--- config.mk ---
export PLATFORM = sky130hd
export DESIGN_NAME = bcd_clock_ram
export DESIGN_NICKNAME = d
export VERILOG_FILES = /design/src/rtl/bcdrtc_pkg.sv /design/src/rtl/bcdrtc_store.sv /design/src/rtl/bcdrtc_counter.sv /design/src/rtl/bcdrtc_regs.sv /design/src/rtl/bcd_clock_ram.sv
export SDC_FILE = /design/constraint.sdc
export NUM_CORES = 2
export LEC_CHECK = 0
export BUFFER_PORTS_ARGS = -buffer_cell sky130_fd_sc_hd__buf_2
export CORE_MARGIN = 5
export CORE_UTILIZATION = 60
export DETAILED_ROUTE_END_ITERATION = 8
export PLACE_DENSITY_LB_ADDON = 0.2
export SLEW_MARGIN = 15
export SYNTH_ARGS = -nofsm -noshare
export SYNTH_HDL_FRONTEND = slang
export SYNTH_SLANG_ARGS = --single-unit
--- constraint.sdc ---
create_clock -name clk -period 15.9 [get_ports clk]
set_clock_uncertainty 0.1 [all_clocks]
set_input_delay 4.77 -clock clk [delete_from_list [all_inputs] [get_ports clk]]
set_output_delay 4.77 -clock clk [all_outputs]
set_load 0.05 [all_outputs]
--- src/rtl/bcdrtc_pkg.sv ---
package bcdrtc_pkg;

   typedef struct packed {
      logic [7:0] cent;
      logic [7:0] year;
      logic [7:0] mon;
      logic [7:0] date;
      logic [7:0] dow;
      logic [7:0] hour;
      logic [7:0] min;
      logic [7:0] sec;
   } rtc_time_t;

   // byte slots inside the clock window (low three address bits)
   localparam logic [2:0] SLOT_CENT = 3'd0;
   localparam logic [2:0] SLOT_SEC  = 3'd1;
   localparam logic [2:0] SLOT_MIN  = 3'd2;
   localparam logic [2:0] SLOT_HOUR = 3'd3;
   localparam logic [2:0] SLOT_DOW  = 3'd4;
   localparam logic [2:0] SLOT_DATE = 3'd5;
   localparam logic [2:0] SLOT_MON  = 3'd6;
   localparam logic [2:0] SLOT_YEAR = 3'd7;

   function automatic logic [7:0] bcd_next(input logic [7:0] v);
      if (v[3:0] >= 4'd9) return {v[7:4] + 4'd1, 4'd0};
      return {v[7:4], v[3:0] + 4'd1};
   endfunction

   function automatic logic leap_year(input logic [7:0] y);
      case (y[3:0])
         4'd0, 4'd4, 4'd8: return ~y[4];
         4'd2, 4'd6:       return y[4];
         default:          return 1'b0;
      endcase
   endfunction

   function automatic logic [7:0] month_end(input logic [7:0] mon, input logic [7:0] year);
      case (mon)
         8'h02:                      return leap_year(year) ? 8'h29 : 8'h28;
         8'h04, 8'h06, 8'h09, 8'h11: return 8'h30;
         default:                    return 8'h31;
      endcase
   endfunction

   function automatic logic [7:0] field_get(input rtc_time_t t, input logic [2:0] s);
      case (s)
         SLOT_CENT: return t.cent;
         SLOT_SEC:  return t.sec;
         SLOT_MIN:  return t.min;
         SLOT_HOUR: return t.hour;
         SLOT_DOW:  return t.dow;
         SLOT_DATE: return t.date;
         SLOT_MON:  return t.mon;
         default:   return t.year;
      endcase
   endfunction

endpackage

--- src/rtl/bcdrtc_store.sv ---
module bcdrtc_store #(
   parameter int AW = 8,
   parameter int DW = 8,
   localparam int PA = (AW > 0) ? AW : 1
) (
   input  logic          clk,
   input  logic          wr_en,
   input  logic [PA-1:0] addr,
   input  logic [DW-1:0] wr_data,
   output logic [DW-1:0] rd_data
);

   generate
      if (AW > 0) begin : g_mem
         localparam int DEPTH = 1 << AW;
         logic [DW-1:0] mem [DEPTH];

         always_ff @(posedge clk) begin
            if (wr_en) mem[addr] <= wr_data;
         end

         assign rd_data = mem[addr];
      end else begin : g_none
         logic unused_ok;
         assign unused_ok = &{1'b0, clk, wr_en, addr, wr_data};
         assign rd_data   = '0;
      end
   endgenerate

endmodule

--- src/rtl/bcdrtc_counter.sv ---
module bcdrtc_counter
   import bcdrtc_pkg::*;
#(
   parameter logic [63:0] RST_TIME = 64'h2000_0101_0100_0000
) (
   input  logic      clk,
   input  logic      rst_n,
   input  logic      adv,
   input  logic      load,
   input  rtc_time_t load_val,
   output rtc_time_t live
);

   rtc_time_t nxt;

   always_comb begin
      nxt = live;
      if (live.sec != 8'h59) begin
         nxt.sec = bcd_next(live.sec);
      end else begin
         nxt.sec = 8'h00;
         if (live.min != 8'h59) begin
            nxt.min = bcd_next(live.min);
         end else begin
            nxt.min = 8'h00;
            if (live.hour != 8'h23) begin
               nxt.hour = bcd_next(live.hour);
            end else begin
               nxt.hour = 8'h00;
               nxt.dow  = (live.dow >= 8'h07) ? 8'h01 : live.dow + 8'h01;
               if (live.date != month_end(live.mon, live.year)) begin
                  nxt.date = bcd_next(live.date);
               end else begin
                  nxt.date = 8'h01;
                  if (live.mon != 8'h12) begin
                     nxt.mon = bcd_next(live.mon);
                  end else begin
                     nxt.mon = 8'h01;
                     if (live.year != 8'h99) begin
                        nxt.year = bcd_next(live.year);
                     end else begin
                        nxt.year = 8'h00;
                        nxt.cent = (live.cent == 8'h39) ? 8'h00 : bcd_next(live.cent);
                     end
                  end
               end
            end
         end
      end
   end

   always_ff @(posedge clk) begin
      if (!rst_n)    live <= rtc_time_t'(RST_TIME);
      else if (load) live <= load_val;
      else if (adv)  live <= nxt;
   end

endmodule

--- src/rtl/bcdrtc_regs.sv ---
module bcdrtc_regs
   import bcdrtc_pkg::*;
#(
   parameter logic BATT_OK = 1'b1
) (
   input  logic       clk,
   input  logic       rst_n,
   input  logic       wr_en,
   input  logic [2:0] sel,
   input  logic [7:0] wr_data,
   input  rtc_time_t  live,
   output logic [7:0] rd_byte,
   output rtc_time_t  hold_t,
   output rtc_time_t  vis_t,
   output logic       w_bit,
   output logic       r_bit,
   output logic       osc_stop,
   output logic       load
);

   localparam int NSLOT = 8;
   localparam logic [7:0] FIELD_MASK [NSLOT] =
      '{8'h3F, 8'h7F, 8'h7F, 8'h3F, 8'h07, 8'h3F, 8'h1F, 8'hFF};

   logic [7:0] live_b [NSLOT];
   logic [7:0] hold_b [NSLOT];
   logic [7:0] vis_b  [NSLOT];
   logic       ft_bit, w_prev;
   logic       w_nx, r_nx, capture, frozen;

   assign w_nx    = (wr_en && sel == SLOT_CENT) ? wr_data[7] : w_bit;
   assign r_nx    = (wr_en && sel == SLOT_CENT) ? wr_data[6] : r_bit;
   assign frozen  = w_bit | r_bit;
   assign capture = !frozen && (w_nx || r_nx);

   generate
      for (genvar i = 0; i < NSLOT; i++) begin : g_slot
         assign live_b[i] = field_get(live, 3'(i));
         assign vis_b[i]  = frozen ? hold_b[i] : live_b[i];

         always_ff @(posedge clk) begin
            if (!rst_n)
               hold_b[i] <= '0;
            else if (capture)
               hold_b[i] <= live_b[i];
            else if (wr_en && w_bit && sel == 3'(i))
               hold_b[i] <= wr_data & FIELD_MASK[i];
         end
      end
   endgenerate

   always_ff @(posedge clk) begin
      if (!rst_n) begin
         w_bit    <= 1'b0;
         r_bit    <= 1'b0;
         osc_stop <= 1'b0;
         ft_bit   <= 1'b0;
         w_prev   <= 1'b0;
      end else begin
         w_bit  <= w_nx;
         r_bit  <= r_nx;
         w_prev <= w_bit;
         if (wr_en && sel == SLOT_SEC) osc_stop <= wr_data[7];
         if (wr_en && sel == SLOT_DOW) ft_bit   <= wr_data[6];
      end
   end

   assign load = w_prev && !w_bit;

   assign hold_t = {hold_b[SLOT_CENT], hold_b[SLOT_YEAR], hold_b[SLOT_MON], hold_b[SLOT_DATE],
                    hold_b[SLOT_DOW], hold_b[SLOT_HOUR], hold_b[SLOT_MIN], hold_b[SLOT_SEC]};
   assign vis_t  = {vis_b[SLOT_CENT], vis_b[SLOT_YEAR], vis_b[SLOT_MON], vis_b[SLOT_DATE],
                    vis_b[SLOT_DOW], vis_b[SLOT_HOUR], vis_b[SLOT_MIN], vis_b[SLOT_SEC]};

   always_comb begin
      case (sel)
         SLOT_CENT: rd_byte = {w_bit, r_bit, vis_b[SLOT_CENT][5:0]};
         SLOT_SEC:  rd_byte = {osc_stop, vis_b[SLOT_SEC][6:0]};
         SLOT_DOW:  rd_byte = {BATT_OK, ft_bit, vis_b[SLOT_DOW][5:0]};
         default:   rd_byte = vis_b[sel];
      endcase
   end

endmodule

--- src/rtl/bcd_clock_ram.sv ---
module bcd_clock_ram
   import bcdrtc_pkg::*;
#(
   parameter int          ADDR_W   = 13,
   parameter int          DATA_W   = 8,
   parameter int          STORE_AW = 8,
   parameter logic        BATT_OK  = 1'b1,
   parameter logic [63:0] RST_TIME = 64'h2000_0101_0100_0000
) (
   input  logic              clk,
   input  logic              rst_n,
   input  logic              sec_tick,
   input  logic              ce_n,
   input  logic              oe_n,
   input  logic              we_n,
   input  logic [ADDR_W-1:0] addr,
   input  logic [DATA_W-1:0] wr_data,
   output logic [DATA_W-1:0] rd_data,
   output logic              rd_drive
);

   localparam int SA = (STORE_AW > 0) ? STORE_AW : 1;

   generate
      if (DATA_W != 8) begin : g_bad_dw
         $error("bcd_clock_ram: DATA_W must be 8");
      end
      if (ADDR_W < 4) begin : g_bad_aw
         $error("bcd_clock_ram: ADDR_W must be at least 4");
      end
      if (STORE_AW < 0 || STORE_AW >= ADDR_W || STORE_AW > 12) begin : g_bad_sw
         $error("bcd_clock_ram: STORE_AW out of range");
      end
   endgenerate

   logic       clk_hit, bus_wr;
   logic [7:0] reg_byte, mem_byte;
   logic       w_bit, r_bit, osc_stop, load, adv;
   rtc_time_t  live_t, hold_t, vis_t;

   assign clk_hit  = &addr[ADDR_W-1:3];
   assign bus_wr   = !ce_n && !we_n;
   assign rd_drive = !ce_n && !oe_n && we_n;

   bcdrtc_store #(.AW(STORE_AW), .DW(DATA_W)) u_store (
      .clk     (clk),
      .wr_en   (bus_wr && !clk_hit),
      .addr    (addr[SA-1:0]),
      .wr_data (wr_data),
      .rd_data (mem_byte)
   );

   bcdrtc_regs #(.BATT_OK(BATT_OK)) u_regs (
      .clk      (clk),
      .rst_n    (rst_n),
      .wr_en    (bus_wr && clk_hit),
      .sel      (addr[2:0]),
      .wr_data  (wr_data),
      .live     (live_t),
      .rd_byte  (reg_byte),
      .hold_t   (hold_t),
      .vis_t    (vis_t),
      .w_bit    (w_bit),
      .r_bit    (r_bit),
      .osc_stop (osc_stop),
      .load     (load)
   );

   assign adv = sec_tick && !osc_stop && !w_bit && !load;

   bcdrtc_counter #(.RST_TIME(RST_TIME)) u_cnt (
      .clk      (clk),
      .rst_n    (rst_n),
      .adv      (adv),
      .load     (load),
      .load_val (hold_t),
      .live     (live_t)
   );

   assign rd_data = rd_drive ? (clk_hit ? reg_byte : mem_byte) : '0;

endmodule


==> run_results.csv <==
group,metric,value,unit
clock_network,cts_tree,"built",
routing,wl,227000,um
routing,vias_per_cell,7.00,
sta,finalSetupTns,0,ns
routing,ant_nets,0,
logic_synthesis,async_flop_share,0,%
clock_network,path_clk_slew,0.06,ns
sta,setup_viol,0,
cells_and_area,layout-drive-gt1-share,22.0,%
power,intPower,9.12,mW
grt,globalRoute.totalOverflow,0,
die,die_w,393,um
cells_and_area,final_area,0.0965,mm^2
grt,grt_max_degree,129,
power,netSwitchingPower,2.51,mW
sta,fin_crit,13.98,ns
setup_path,cp-start-kind,"primary input",
die,core-area,0.146,mm^2
setup_path,worstReg2RegStart,"u_cnt.live[40]$_SDFFE_PN1P_",
setup_path,cp_cell_sequence,"buf_2, and2_1, nand2_1, nor2b_1, a31oi_1, and3_1, a21oi_1, buf_2",
clock_network,cts-resized-gates,0,
clock_network,cts_made_buffers,209,
job,drv_cap,0,
die,rows,140,
die,die-area,0.154,mm^2
setup_path,max_stage_delay,0.98,ns
die,die_h,393,um
cells_and_area,area_growth,9.67,%
routing,wl_per_cell,34.3,um
logic_synthesis,ys_ff_latch,2181,
setup_path,crit_top_cell,"buf_2",
logic_synthesis,synthesis.area,0.0880,mm^2
sta,tightest_slew,1.31,ns
logic_synthesis,synth-edff-count,2112,
clock_network,insertion_delay,0.83,ns
routing,drc,0,
logic_synthesis,yosysUniqueCellTypes,84,
logic_synthesis,ys.warnings.count,0,
clock_network,holdBufCountCts,0,
logic_synthesis,syn_avg_cell_area,19.6,um^2
routing,drt_pre_antenna_iters,6,
logic_synthesis,syn_inst,4482,
setup_path,crit_path_start,"addr[5]",
placement,postPlaceCellArea,0.0900,mm^2
power,swShare,21.6,%
clock_network,cts_setup_buffers,0,
logic_synthesis,synth-main-ff-cell,"edfxtp_1",
sta,fmax,0.0715,GHz
power,clkPwrFrac,40.8,%
routing,num_vias,46400,
power,peakVddDrop,102,uV
min_path,worst_hold_startpoint,"u_regs.ft_bit$_SDFFE_PN0P_",
cells_and_area,fin_nets,4603,
die,num_io_pins,36,
clock_network,cts_htree_levels,4,
outcome,outcome,"completed",
clock_network,root_buffer,"clkbuf_16",
sta,rsz0062_at_grt,"no",
die,initial_core_util,60.4,%
cells_and_area,layout_common_cells,"edfxtp_1, mux4_2, nor2_1",
sta,slew_headroom,12.7,%
setup_path,cpMaxStageDelayCell,"and2_1",
power,share_comb_of_total_power,4.9,%
cells_and_area,final_common_cell,"edfxtp_1",
clock_network,clockBufferDepth,3,
setup_path,crit_type,"primary input to output port",
placement,gp_congestion,0.877,
placement,portBuffers,35,
sta,finalHoldViolCount,0,
setup_path,critPathCaptureType,"output port",
setup_path,crit_arrival,9.11,ns
logic_synthesis,syn_nets,4548,
sta,fin_crit_sh,87.9,%
grt,track_usage,29.8,%
placement,hpwl,137000,um
power,pwr-share-seq,54.3,%
setup_path,worstPathRequired,11.03,ns
clock_network,cts_sinks,2181,
power,p_leak,29.9,nW
grt,grt_pass1_wl,328000,um
sta,final-max-slew-violation-count,0,
routing,drt_iter0_markers,6797,
setup_path,cp_max_fo,31,
logic_synthesis,yosysSeqAreaShare,73.7,%
power,power_density,121,mW/mm^2
grt,grt_pass1_vias,45300,
grt,antenna_found_initial,9,
min_path,hold_path.class,"flip-flop to flip-flop",
==> final timing paths <==
path / to / slack (ns) / cells past startpoint
setup reg to reg: u_cnt.live[49]$_SDFFE_PN0P_ / 12.42 / 9
hold / removal: u_regs.ft_bit$_SDFFE_PN0P_ / 0.40 / 2
hold reg to reg: u_regs.ft_bit$_SDFFE_PN0P_ / 0.40 / 2
setup / recovery: rd_data[3] / 1.92 / 8
==> stage by stage <==
step	utilization (%)	setup WS, ns	total power, mW	std cells	hold WS, ns
floorplan	-	2.86	6.75	4482	0.345
CTS	66.2	2.19	11.7	6631	0.397
detailed placement	61.8	2.20	7.00	6243	0.388
finish	66.2	1.92	11.6	6633	0.396
global placement	61.7	2.28	6.99	6243	0.372
global route	66.2	1.84	11.9	6631	0.447
==> cell families (layout without fill, tap and decap cells) <==
| logic type | Yosys count | after routing | synth area share [%] |
|---|---|---|---|
| xor+xnor | 8 | 8 | 0.0796 |
| mux | 676 | 676 | 15.8 |
| fa+ha+maj | 39 | 39 | 0.555 |
| buf+inv | 320 | 552 | 1.95 |
| simple gates | 788 | 788 | 4.16 |
| compound gates | 470 | 470 | 3.83 |
| flops | 2181 | 2181 | 73.7 |
| other cells | 0 | 2 | 0 |
==> layer usage <==
layer	up-vias	track usage, %	share of wire [%]
li1	18600	-	-
met5	-	0	0.012
met2	3147	43.5	45
met4	4	10.7	4.2
met3	517	7.90	13
met1	24100	44.5	38
==> cell type report <==
cell class / count / area (um^2)
Timing Repair Buffer: 126 / 1100
Tap cell: 1917 / 2400
Sequential cell: 2181 / 64800
Clock buffer: 265 / 5480
Inverter: 38 / 143
Clock inverter: 123 / 997
Antenna cell: 2 / 5.00
Fill cell: 9405 / 49300
Multi-Input combinational cell: 1981 / 21600
==> flip-flops by register name (all words and copies together), names as in the netlist <==
register           count
u_regs.w_prev          1
u_regs.r_bit           1
u_regs.hold_b         64
u_regs.w_bit           1
u_regs.ft_bit          1
u_regs.osc_stop        1
u_store.g_mem.mem   2048
u_cnt.live            64
==> worst max-delay path, delay by kind of cell <==
kind                   cells  cell delay (ns)
AOI/OAI and AO/OA          2             0.78
buffers and inverters      2             0.99
and+or+nand+nor            4             2.53
==> synth_stat cells, types with 33 or more instances <==
library cell	instances	area (um^2)
edfxtp_1	2112	63400
mux4_2	558	12600
nor2_1	357	1340
nand2_1	169	634
clkbuf_1	107	402
mux2i_1	90	901
buf_2	82	410
a21oi_1	72	360
dfxtp_1	69	1380
o21ai_0	69	345
a22o_1	60	526
nand3_1	58	290
a22oi_1	51	383
ha_1	39	488
inv_1	37	139
buf_4	36	270
a221oi_1	33	289
==> power groups by stage <==
stage	clock network (mW)	registers, mW	logic [mW]
2_1_floorplan	0	6.44	0.312
3_3_place_gp	0	6.44	0.551
3_5_place_dp	0	6.44	0.559
4_1_cts	4.78	6.32	0.560
5_1_grt	5.04	6.32	0.586
6_report	4.75	6.32	0.564
(Power assumes the default switching activity.)
